### config.mk
export PLATFORM = sky130hd
export DESIGN_NAME = rg_arbiter
export DESIGN_NICKNAME = d
export VERILOG_FILES = /design/src/rtl/rg_pkg.sv /design/src/rtl/rg_chan_track.sv /design/src/rtl/rg_grant_sel.sv /design/src/rtl/rg_float_ctrl.sv /design/src/rtl/rg_arbiter.sv
export SDC_FILE = /design/constraint.sdc
export NUM_CORES = 1
export LEC_CHECK = 0
export BUFFER_PORTS_ARGS = -buffer_cell sky130_fd_sc_hd__buf_2
export CAP_MARGIN = 15
export CORE_AREA = 2 2 39 41
export CTS_CLUSTER_DIAMETER = 120
export DETAILED_ROUTE_END_ITERATION = 8
export DIE_AREA = 0 0 41 43
export PLACE_DENSITY = 0.69
export SLEW_MARGIN = 0
export SYNTH_ARGS = -nofsm -noshare
export SYNTH_HDL_FRONTEND = slang
export SYNTH_SLANG_ARGS = --single-unit
### constraint.sdc
create_clock -name clk_i -period 3.5 [get_ports clk_i]
set_input_delay 0.35 -clock clk_i [delete_from_list [all_inputs] [get_ports clk_i]]
set_output_delay 0.35 -clock clk_i [all_outputs]
set_load 0.01 [all_outputs]
### src/rtl/rg_pkg.sv
package rg_pkg;
  typedef enum logic [2:0] {
    BS_IDLE = 3'd0,
    BS_T1   = 3'd1,
    BS_T2   = 3'd2,
    BS_T3   = 3'd3,
    BS_TW   = 3'd4,
    BS_T4   = 3'd5
  } bus_state_e;
endpackage

### src/rtl/rg_chan_track.sv
module rg_chan_track (
  input  logic clk_i,
  input  logic rst_ni,
  input  logic req_i,
  input  logic early_i,
  input  logic new_cycle_i,
  input  logic clr_i,
  output logic pend_o,
  output logic elig_o
);
  logic pend_q, elig_q;

  always_ff @(posedge clk_i or negedge rst_ni) begin
    if (!rst_ni) begin
      pend_q <= 1'b0;
      elig_q <= 1'b0;
    end else if (clr_i) begin
      pend_q <= 1'b0;
      elig_q <= 1'b0;
    end else if (req_i) begin
      pend_q <= 1'b1;
      elig_q <= elig_q | early_i;
    end else if (pend_q && new_cycle_i) begin
      // a request that missed T2 becomes eligible once a fresh cycle starts
      elig_q <= 1'b1;
    end
  end

  assign pend_o = pend_q;
  assign elig_o = elig_q;
endmodule

### src/rtl/rg_grant_sel.sv
module rg_grant_sel #(
  parameter int N_CH = 2
) (
  input  logic [N_CH-1:0] cand_i,
  output logic [N_CH-1:0] grant_o
);
  always_comb begin
    logic found;
    found   = 1'b0;
    grant_o = '0;
    for (int i = 0; i < N_CH; i++) begin
      if (cand_i[i] && !found) begin
        grant_o[i] = 1'b1;
        found      = 1'b1;
      end
    end
  end
endmodule

### src/rtl/rg_float_ctrl.sv
module rg_float_ctrl #(
  parameter int N_CH       = 2,
  parameter int GAP_CYCLES = 1
) (
  input  logic            clk_i,
  input  logic            rst_ni,
  input  logic [N_CH-1:0] grant_i,
  input  logic [N_CH-1:0] line_low_i,
  input  logic            cycle_pending_i,
  output logic [N_CH-1:0] owner_o,
  output logic            float_o,
  output logic            reclaim_o,
  output logic            resume_t1_o,
  output logic            gap_busy_o
);
  localparam int GW = $clog2(GAP_CYCLES + 1);

  logic [N_CH-1:0] owner_q;
  logic            reclaim_q, resume_q;
  logic [GW-1:0]   gap_q;
  logic            release_w;

  assign release_w = |(owner_q & line_low_i);

  always_ff @(posedge clk_i or negedge rst_ni) begin
    if (!rst_ni) begin
      owner_q   <= '0;
      reclaim_q <= 1'b0;
      resume_q  <= 1'b0;
      gap_q     <= '0;
    end else begin
      reclaim_q <= 1'b0;
      if (gap_q != '0) gap_q <= gap_q - 1'b1;
      if (|grant_i) begin
        owner_q <= grant_i;
      end else if (release_w) begin
        owner_q   <= '0;
        reclaim_q <= 1'b1;
        resume_q  <= !cycle_pending_i;
        gap_q     <= GW'(GAP_CYCLES);
      end
    end
  end

  assign owner_o     = owner_q;
  assign float_o     = |owner_q;
  assign reclaim_o   = reclaim_q;
  assign resume_t1_o = resume_q;
  assign gap_busy_o  = (gap_q != '0);
endmodule

### src/rtl/rg_arbiter.sv
module rg_arbiter
  import rg_pkg::*;
#(
  parameter int N_CH       = 2,
  parameter int GAP_CYCLES = 1
) (
  input  logic            clk_i,
  input  logic            rst_ni,
  input  logic [2:0]      bus_state_i,
  input  logic            lock_i,
  input  logic            inta_first_i,
  input  logic            word_lo_i,
  input  logic            cycle_pending_i,
  input  logic [N_CH-1:0] rq_n_i,
  output logic [N_CH-1:0] rq_oe_o,
  output logic [N_CH-1:0] rq_drv_o,
  output logic            bus_float_o,
  output logic            bus_reclaim_o,
  output logic            resume_t1_o
);
  bus_state_e      bs;
  logic [N_CH-1:0] line_low, req_vec, pend, elig, cand, grant, owner;
  logic            early, new_cycle, t4_ok, idle_ok, floated, gap_busy;

  assign bs        = bus_state_e'(bus_state_i);
  assign line_low  = ~rq_n_i;
  assign early     = (bs == BS_IDLE) || (bs == BS_T1) || (bs == BS_T2);
  assign new_cycle = (bs == BS_T1);
  assign t4_ok     = (bs == BS_T4) && !word_lo_i && !inta_first_i;
  assign idle_ok   = (bs == BS_IDLE);

  // own grant echo and the owner's release are not requests
  assign req_vec = line_low & ~grant & ~owner;

  for (genvar i = 0; i < N_CH; i++) begin : g_ch
    rg_chan_track u_trk (
      .clk_i       (clk_i),
      .rst_ni      (rst_ni),
      .req_i       (req_vec[i]),
      .early_i     (early),
      .new_cycle_i (new_cycle),
      .clr_i       (grant[i]),
      .pend_o      (pend[i]),
      .elig_o      (elig[i])
    );
    assign cand[i] = !floated && !gap_busy && !lock_i &&
                     ((t4_ok && pend[i] && elig[i]) || (idle_ok && pend[i]));
  end

  rg_grant_sel #(.N_CH(N_CH)) u_sel (
    .cand_i  (cand),
    .grant_o (grant)
  );

  rg_float_ctrl #(.N_CH(N_CH), .GAP_CYCLES(GAP_CYCLES)) u_flt (
    .clk_i           (clk_i),
    .rst_ni          (rst_ni),
    .grant_i         (grant),
    .line_low_i      (line_low),
    .cycle_pending_i (cycle_pending_i),
    .owner_o         (owner),
    .float_o         (floated),
    .reclaim_o       (bus_reclaim_o),
    .resume_t1_o     (resume_t1_o),
    .gap_busy_o      (gap_busy)
  );

  assign rq_oe_o     = grant;
  assign rq_drv_o    = '0;
  assign bus_float_o = floated;
endmodule

==> flow_summary.json, run 1 <==
{
  "die_h_um": 43,
  "synth-seq-area-share_pct": 44.7,
  "p_sw_uw": 68.0,
  "hold_viol": 0,
  "gr-usage-met1_pct": 15.6,
  "post-route-drc-count": 0,
  "n_antenna_cell": 0,
  "finClkSkew_ps": 5.25,
  "holdCritPathClass": "input port to flip-flop",
  "cts.htree.levels": 1,
  "synth.distinct_cells": 20,
  "cpPeakStageDelay_ps": 400,
  "max_clock_freq_ghz": 0.485,
  "synth_cells": 46,
  "num_vias": 372,
  "postRouteAntennaNets": 0,
  "worstSkewPairLatency_ps": 250,
  "cpMaxStageDelayCell": "dfrtp_1",
  "fill_cells": 139,
  "ioPinCount": 18,
  "drt-total-wl_um": 838,
  "crit_fanout": 5,
  "timing.rr.start": "u_flt.owner_o[1]",
  "cp_cell_sequence": "or2_1, or3_4, and3b_2, buf_2",
  "start_util_pct": 32.4,
  "crit_start": "u_flt.owner_o[1]",
  "synth_seq_cells": 8,
  "synth_area_um2": 448,
  "gp_congestion": 0.698,
  "r2r_slack_ps": 1890,
  "intPower_uw": 173,
  "period_needed_ps": 2060,
  "rsz0062_at_grt": "false",
  "antenna_found_initial": 0,
  "startpoint_type": "flip-flop",
  "die-area_um2": 1760,
  "core_region_area_um2": 1380,
  "detailedPlacementHpwl_um": 664,
  "busiest_layer": "met1",
  "grt_usage_pct": 11.4,
  "finalSetupTns_ps": 0,
  "p_total_uw": 241,
  "post_drt_wl_per_cell_um": 10.9,
  "cts_tree": "done",
  "drt_iter0_markers": 16,
  "setup_viol": 0,
  "r2r_end": "u_flt.owner_o[1]",
  "grt_util_met3_pct": 3.14,
  "cts_sinks": 8,
  "post-place-ws_ps": 1590,
  "layout_commonest_cell": "buf_2",
  "grt-ovfl-total": 0,
  "status": "completed",
  "grt_max_degree": 9,
  "p_per_area_nw_per_um2": 443,
  "swShare_pct": 28.2,
  "required_ps": 3150,
  "slew_violations": 0,
  "endpoint_kind": "output port",
  "avgSynthCellArea_um2": 9.74,
  "clockBufferDepth": 2,
  "pwr-share-seq_pct": 47.7,
  "cts_root_buf": "clkbuf_4",
  "viasPerCell": 4.83,
  "path_class": "flip-flop to output port",
  "path_clk_slew_ps": 50,
  "crit_arrival_ps": 1710,
  "grt_pass1_wl_um": 1350,
  "max-cap-violations": 0,
  "post_cts_buffers": 0,
  "yosys_warnings": 0,
  "critPathCapture": "rq_oe_o[0]",
  "setup_ws_ps": 1440,
  "combinationalPowerShare_pct": 24.0,
  "die_x_um": 41,
  "dr.pass1.iters": 4,
  "worst-r2r-cell-count": 4,
  "port-buffer-count": 15,
  "ff_latch_area_um2": 200,
  "p_clk_share_pct": 28.3,
  "layout_common_cells": "15 x buf_2, 10 x nor2_1, 8 x dfrtp_1",
  "nets": 74,
  "drive_gt1_share_pct": 37.7,
  "cts_made_buffers": 3,
  "gr-usage-met2_pct": 15.0,
  "vdd_drop_max_mv": 0.151,
  "std_cell_rows": 14,
  "grt_pass1_vias": 344,
  "leakage_uw": 0.000264,
  "area_delta_synth_final_pct": 21.5,
  "fin_crit_sh_pct": 58.9,
  "multiInputGateArea_um2": 216,
  "hold_ws_ps": 262
}
[critical path: cells and delay by family (launching register included)]
kind	cells	cell delay (ps)
buffers and inverters	1	150
flip-flops	1	400
AND/OR/NAND/NOR	3	920
[metrics by stage]
step / util [%] / cell area [µm²] / std cells
after floorplan: - / 452 / 47
after global placement: 37.0 / 512 / 73
after detailed placement: 37.0 / 512 / 73
after CTS: 39.3 / 544 / 77
after global routing: 39.3 / 544 / 77
final: 39.3 / 544 / 77
[kinds of logic (layout without fill, tap and decap cells)]
| family | after synthesis | in the layout | synth area share, % |
|---|---|---|---|
| simple gates | 21 | 21 | 26.0 |
| other cells | 1 | 2 | 0.837 |
| flops | 8 | 8 | 44.7 |
| compound gates | 11 | 11 | 20.7 |
| buf+inv | 5 | 19 | 7.82 |
[final cells by class]
cell class	count	area share (%)
multi-input cells	34	39.8
flip-flops and latches	8	36.8
repair buffers	16	15.6
clock buffers	3	4.14
well taps	16	3.68
[Yosys cell counts (all sizes together)]
cell type,count,area (µm²)
nand2b,2,12.5
buf,4,30.0
and3b,1,10.0
or2b,1,7.51
nand3,1,5.00
a21o,3,22.5
nor4bb,1,10.0
dfrtp,8,200
nand2,1,3.75
conb,1,3.75
a2111oi,1,27.5
or2,1,6.26
a31o,1,8.76
or3,2,17.5
nor2b,1,6.26
clkbuf,1,5.00
nor2,10,37.5
a21oi,6,33.8
[what timing repair did]
action,in CTS,in global routing
setup endpoints to repair,0,0
resized for setup,0,0
endpoints found under the hold margin,8,0
hold buffers,1,0
[power by group through the flow]
stage          Combinational (µW)  Sequential, µW  Clock (µW)
3_5_place_dp                 57.0             117           0
3_3_place_gp                 56.5             117           0
5_1_grt                      63.8             117        75.0
6_report                     57.7             115        68.1
4_1_cts                      58.1             115        71.9
2_1_floorplan                35.3             119           0
[worst min path at each step]
| stage | slack [ps] | endpoint | from | cells after the start |
|---|---|---|---|---|
| 2_1_floorplan | 50 | g_ch[0].u_trk.elig_o | rst_ni | 0 |
| 3_3_place_gp | 200 | g_ch[0].u_trk.elig_o | rst_ni | 1 |
| 3_5_place_dp | 210 | g_ch[0].u_trk.elig_o | rst_ni | 1 |
| 4_1_cts | 250 | u_flt.resume_t1_o | cycle_pending_i | 2 |
| 5_1_grt | 270 | u_flt.resume_t1_o | cycle_pending_i | 2 |
| 6_report | 260 | u_flt.resume_t1_o | cycle_pending_i | 2 |
[registers in the layout, indices dropped and copies added (netlist names)]
| name | cells |
|---|---|
| u_flt.gap_busy_o | 1 |
| g_ch.u_trk.pend_o | 2 |
| u_flt.owner_o | 2 |
| u_flt.resume_t1_o | 1 |
| g_ch.u_trk.elig_o | 2 |
[routing by layer]
layer	vias to the layer above	routed length, µm
met5	-	0
met4	0	0
met3	0	80
met2	15	394
met1	173	363
li1	184	-
(Power assumes the default switching activity.)
==> run 2: changes to the inputs <==
--- a/config.mk
+++ b/config.mk
@@ -11,7 +11,7 @@
 export CTS_CLUSTER_DIAMETER = 120
 export DETAILED_ROUTE_END_ITERATION = 8
 export DIE_AREA = 0 0 41 43
-export PLACE_DENSITY = 0.69
+export PLACE_DENSITY = 0.71
 export SLEW_MARGIN = 0
 export SYNTH_ARGS = -nofsm -noshare
 export SYNTH_HDL_FRONTEND = slang
==> constraint.sdc (replaced) <==
create_clock -name clk_i -period 1.8 [get_ports clk_i]
set_input_delay 0.18 -clock clk_i [delete_from_list [all_inputs] [get_ports clk_i]]
set_output_delay 0.18 -clock clk_i [all_outputs]
set_load 0.01 [all_outputs]
==> flow_summary.json, run 2 (synthesis gave the netlist of run 1 again) <==
{
  "antenna_found_initial": 0,
  "drive_gt1_share_pct": 39.7,
  "timing.rr.start": "u_flt.owner_o[1]",
  "finClkSkew_ps": 0.139,
  "startpoint_type": "flip-flop",
  "crit_start": "u_flt.owner_o[1]",
  "nets": 76,
  "required_ps": 1620,
  "status": "finished, violations left",
  "die-area_um2": 1760,
  "layout_common_cells": "14 x buf_2, 10 x nor2_1, 8 x dfrtp_1",
  "viasPerCell": 4.62,
  "core_region_area_um2": 1380,
  "die_x_um": 41,
  "detailedPlacementHpwl_um": 731,
  "worstSkewPairLatency_ps": 240,
  "path_clk_slew_ps": 50,
  "max-cap-violations": 0,
  "num_vias": 365,
  "drt-total-wl_um": 861,
  "fin_crit_sh_pct": 106,
  "crit_arrival_ps": 1730,
  "fill_cells": 133,
  "placed_cells": 73,
  "grt_usage_pct": 12.0,
  "grt-ovfl-total": 0,
  "p_per_area_nw_per_um2": 835,
  "n_antenna_cell": 0,
  "dr.pass1.iters": 4,
  "gp_congestion": 0.631,
  "leakage_uw": 0.000275,
  "cts_made_buffers": 3,
  "cts_root_buf": "clkbuf_4",
  "ioPinCount": 18,
  "cts_tree": "done",
  "setup_ws_ps": -106,
  "endpoint_kind": "output port",
  "grt_pass1_vias": 332,
  "setup_viol": 1,
  "path_class": "flip-flop to output port",
  "slew_violations": 0,
  "layout_commonest_cell": "buf_2",
  "hold_ws_ps": 98.4,
  "cts_sinks": 8,
  "postRouteAntennaNets": 0,
  "post_drt_wl_per_cell_um": 10.9,
  "hold_viol": 0,
  "start_util_pct": 32.4,
  "cts.htree.levels": 1,
  "vdd_drop_max_mv": 0.307,
  "die_h_um": 43,
  "max_clock_freq_ghz": 0.525,
  "holdCritPathClass": "input port to flip-flop",
  "drt_iter0_markers": 4,
  "grt_max_degree": 9,
  "p_total_uw": 473,
  "layout.cells.non_filler": 79,
  "violations": "negative setup slack",
  "min_from": "cycle_pending_i",
  "clockBufferDepth": 2,
  "area_delta_synth_final_pct": 26.3,
  "std_cell_rows": 14,
  "grt_pass1_wl_um": 1290,
  "rsz0062_at_grt": "true",
  "post-route-drc-count": 0,
  "crit_fanout": 4,
  "period_needed_ps": 1910,
  "port-buffer-count": 15
}
## run 2: changes by cell type in the layout (fill, tap and decap cells not counted), sizes merged
cell,previous run,this run
buf,15,17
## run 2: report_power, final
part	leakage, µW	internal [µW]	switching [µW]	total [µW]
combinational	0.000171	58.3	62.2	120
clock	0.0000138	75.7	52.1	128
sequential	0.0000903	208	16.4	224
total	0.000275	342	131	473
## run 2: repair_timing
| action | 4_1_cts | 5_1_grt |
|---|---|---|
| buffers inserted | 1 | 1 |
| gates resized for setup | 0 | 1 |
| setup endpoints to repair | 2 | 2 |
| hold buffers | 1 | 0 |
| hold endpoints to repair | 8 | 0 |
## run 2: worst paths after layout
path | endpoint | slack [ps] | depth (start not counted)
min in group asynchronous | g_ch[1].u_trk.elig_o | 310 | 2
max in group asynchronous | u_flt.gap_busy_o | 1340 | 2
worst min register to register | g_ch[1].u_trk.elig_o | 510 | 2
worst max-delay path | rq_oe_o[1] | -110 | 4
worst max register to register | u_flt.owner_o[1] | 190 | 4
worst min-delay path | u_flt.resume_t1_o | 100 | 2
## run 2: through the flow
step	utilization, %	worst slack (ps)	TNS, ps	area [µm²]
5_1_grt	40.9	-163	-206	566
2_1_floorplan	-	138	0	452
3_5_place_dp	37.0	153	0	512
6_report	40.9	-106	-106	566
4_1_cts	39.9	-115	-115	552
3_3_place_gp	37.0	212	0	512
## run 2: worst max-delay path: stages (launching register included)
cell	delay, ps
dfrtp_1	390
or2_1	260
or3_4	350
a2111oi_4	280
buf_2	200
## run 2: per-layer routing
metal	track usage (%)	up-vias	wire length, µm
met5	0	-	0
met4	12.0	0	13
met3	3.14	2	48
met2	19.1	13	483
met1	11.2	165	315
li1	-	185	-
## run 2: area by class of cell
| type | instances | area, µm² | share of cell area, % |
|---|---|---|---|
| clock buffer | 3 | 22.5 | 3.98 |
| multi-input combinational | 34 | 216 | 38.3 |
| sequential | 8 | 200 | 35.4 |
| tap | 16 | 20.0 | 3.54 |
| timing repair buffer | 18 | 106 | 18.8 |
==> run 3: changes to the inputs <==
--- a/config.mk
+++ b/config.mk
@@ -8,10 +8,11 @@
 export BUFFER_PORTS_ARGS = -buffer_cell sky130_fd_sc_hd__buf_2
 export CAP_MARGIN = 15
 export CORE_AREA = 2 2 39 41
+export CTS_BUF_LIST = sky130_fd_sc_hd__clkbuf_8
 export CTS_CLUSTER_DIAMETER = 120
 export DETAILED_ROUTE_END_ITERATION = 8
 export DIE_AREA = 0 0 41 43
-export PLACE_DENSITY = 0.71
+export PLACE_DENSITY = 0.69
 export SLEW_MARGIN = 0
 export SYNTH_ARGS = -nofsm -noshare
 export SYNTH_HDL_FRONTEND = slang
==> constraint.sdc (replaced) <==
create_clock -name clk_i -period 1.9 [get_ports clk_i]
set_input_delay 0.19 -clock clk_i [delete_from_list [all_inputs] [get_ports clk_i]]
set_output_delay 0.19 -clock clk_i [all_outputs]
set_load 0.01 [all_outputs]
==> flow_summary.json, run 3 (synthesis gave the netlist of run 1 again) <==
{
  "slew_violations": 0,
  "port-buffer-count": 15,
  "final_cell_area_um2": 578,
  "detailedPlacementHpwl_um": 712,
  "p_clk_share_pct": 37.7,
  "post-route-drc-count": 0,
  "path_class": "flip-flop to output port",
  "startpoint_type": "flip-flop",
  "max-cap-violations": 0,
  "grt_max_degree": 9,
  "cp_cell_sequence": "or2_1, or3_4, a2111oi_4, buf_2",
  "vdd_drop_max_mv": 0.391,
  "p_sw_uw": 132,
  "drt-total-wl_um": 875,
  "area_delta_synth_final_pct": 29.1,
  "hold_viol": 0,
  "combinationalPowerShare_pct": 21.3,
  "ioPinCount": 18,
  "viasPerCell": 4.77,
  "fill_cells": 136,
  "start_util_pct": 32.4,
  "num_vias": 377,
  "die-area_um2": 1760,
  "core_region_area_um2": 1380,
  "cpMaxStageDelayCell": "dfrtp_1",
  "grt_usage_pct": 11.8,
  "path_clk_slew_ps": 40,
  "post-place-ws_ps": 276,
  "layout_commonest_cell": "buf_2",
  "gp_congestion": 0.727,
  "rsz0062_at_grt": "true",
  "pwr-share-seq_pct": 41.0,
  "nets": 76,
  "die_x_um": 41,
  "max_clock_freq_ghz": 0.544,
  "fin_crit_sh_pct": 96.7,
  "leakage_uw": 0.000283,
  "period_needed_ps": 1840,
  "holdCritPathClass": "input port to flip-flop",
  "layout_common_cells": "15 x buf_2, 10 x nor2_1, 8 x dfrtp_1",
  "p_per_area_nw_per_um2": 895,
  "setup_ws_ps": 63.2,
  "worstSkewPairLatency_ps": 220,
  "clockBufferDepth": 2,
  "required_ps": 1710,
  "post_drt_wl_per_cell_um": 11.1,
  "n_antenna_cell": 0,
  "status": "completed",
  "intPower_uw": 386,
  "cts_tree": "done",
  "finalSetupTns_ps": 0,
  "finClkSkew_ps": 2.39,
  "crit_fanout": 4,
  "postRouteAntennaNets": 0,
  "cp_num_buf_inv": 1,
  "cts_resized": 0,
  "cts.htree.levels": 1,
  "grt_pass1_wl_um": 1410,
  "path_delay_family": "simple AND/OR/NAND/NOR gates",
  "setup_viol": 0,
  "crit_arrival_ps": 1650,
  "swShare_pct": 25.5,
  "drt_iter0_markers": 3,
  "endpoint_kind": "output port",
  "drive_gt1_share_pct": 39.7,
  "cpPeakStageDelay_ps": 390,
  "hold_ws_ps": 138,
  "grt-ovfl-total": 0,
  "std_cell_rows": 14,
  "cts_root_buf": "clkbuf_8",
  "antenna_found_initial": 0,
  "die_h_um": 43,
  "dr.pass1.iters": 4,
  "grt_pass1_vias": 358,
  "cts_sinks": 8,
  "placed_area_um2": 512,
  "cts_made_buffers": 3
}
run 3: final cells by class:
cell class              instances  area, µm²  area share, %
flip-flops and latches          8        200           34.6
repair buffers                 18        100           17.3
multi-input cells              34        216           37.4
well taps                      16       20.0           3.46
clock buffers                   3       41.3           7.14
run 3: per-stage QoR:
step                      cells  total power [µW]  util (%)
after floorplan              47               283         -
after global placement       73               319      37.0
after detailed placement     73               321      37.0
after CTS                    77               527      40.7
after global routing         79               557      41.8
final                        79               518      41.8
run 3: power by group through the flow:
stage	Combinational, µW	Clock (µW)	Sequential [µW]
2_1_floorplan	65.0	0	218
3_3_place_gp	104	0	214
3_5_place_dp	107	0	214
4_1_cts	109	206	212
5_1_grt	123	217	216
6_report	110	195	212
run 3: final timing paths:
check	start	endpoint	slack (ps)	cells past startpoint
worst max-delay path	u_flt.owner_o[1]	rq_oe_o[1]	60	4
worst min-delay path	cycle_pending_i	u_flt.resume_t1_o	140	2
worst max register to register	u_flt.owner_o[1]	u_flt.owner_o[1]	310	4
worst min register to register	g_ch[0].u_trk.elig_o	g_ch[0].u_trk.elig_o	500	2
max in group asynchronous	rst_ni	u_flt.gap_busy_o	1390	2
min in group asynchronous	rst_ni	g_ch[0].u_trk.elig_o	340	2
run 3: timing repair:
| action | in CTS | in global routing |
|---|---|---|
| hold endpoints to repair | 8 | 0 |
| buffers inserted | 0 | 2 |
| endpoints found under the setup margin | 0 | 2 |
| hold buffers | 1 | 0 |
run 3: layer usage:
layer | track usage [%] | vias to the layer above | share of wire [%]
met1 | 16.3 | 174 | 44
met3 | 1.57 | 0 | 6.9
met2 | 17.2 | 11 | 49
met4 | 6.00 | 0 | 0
met5 | 0 | - | 0
li1 | - | 192 | -
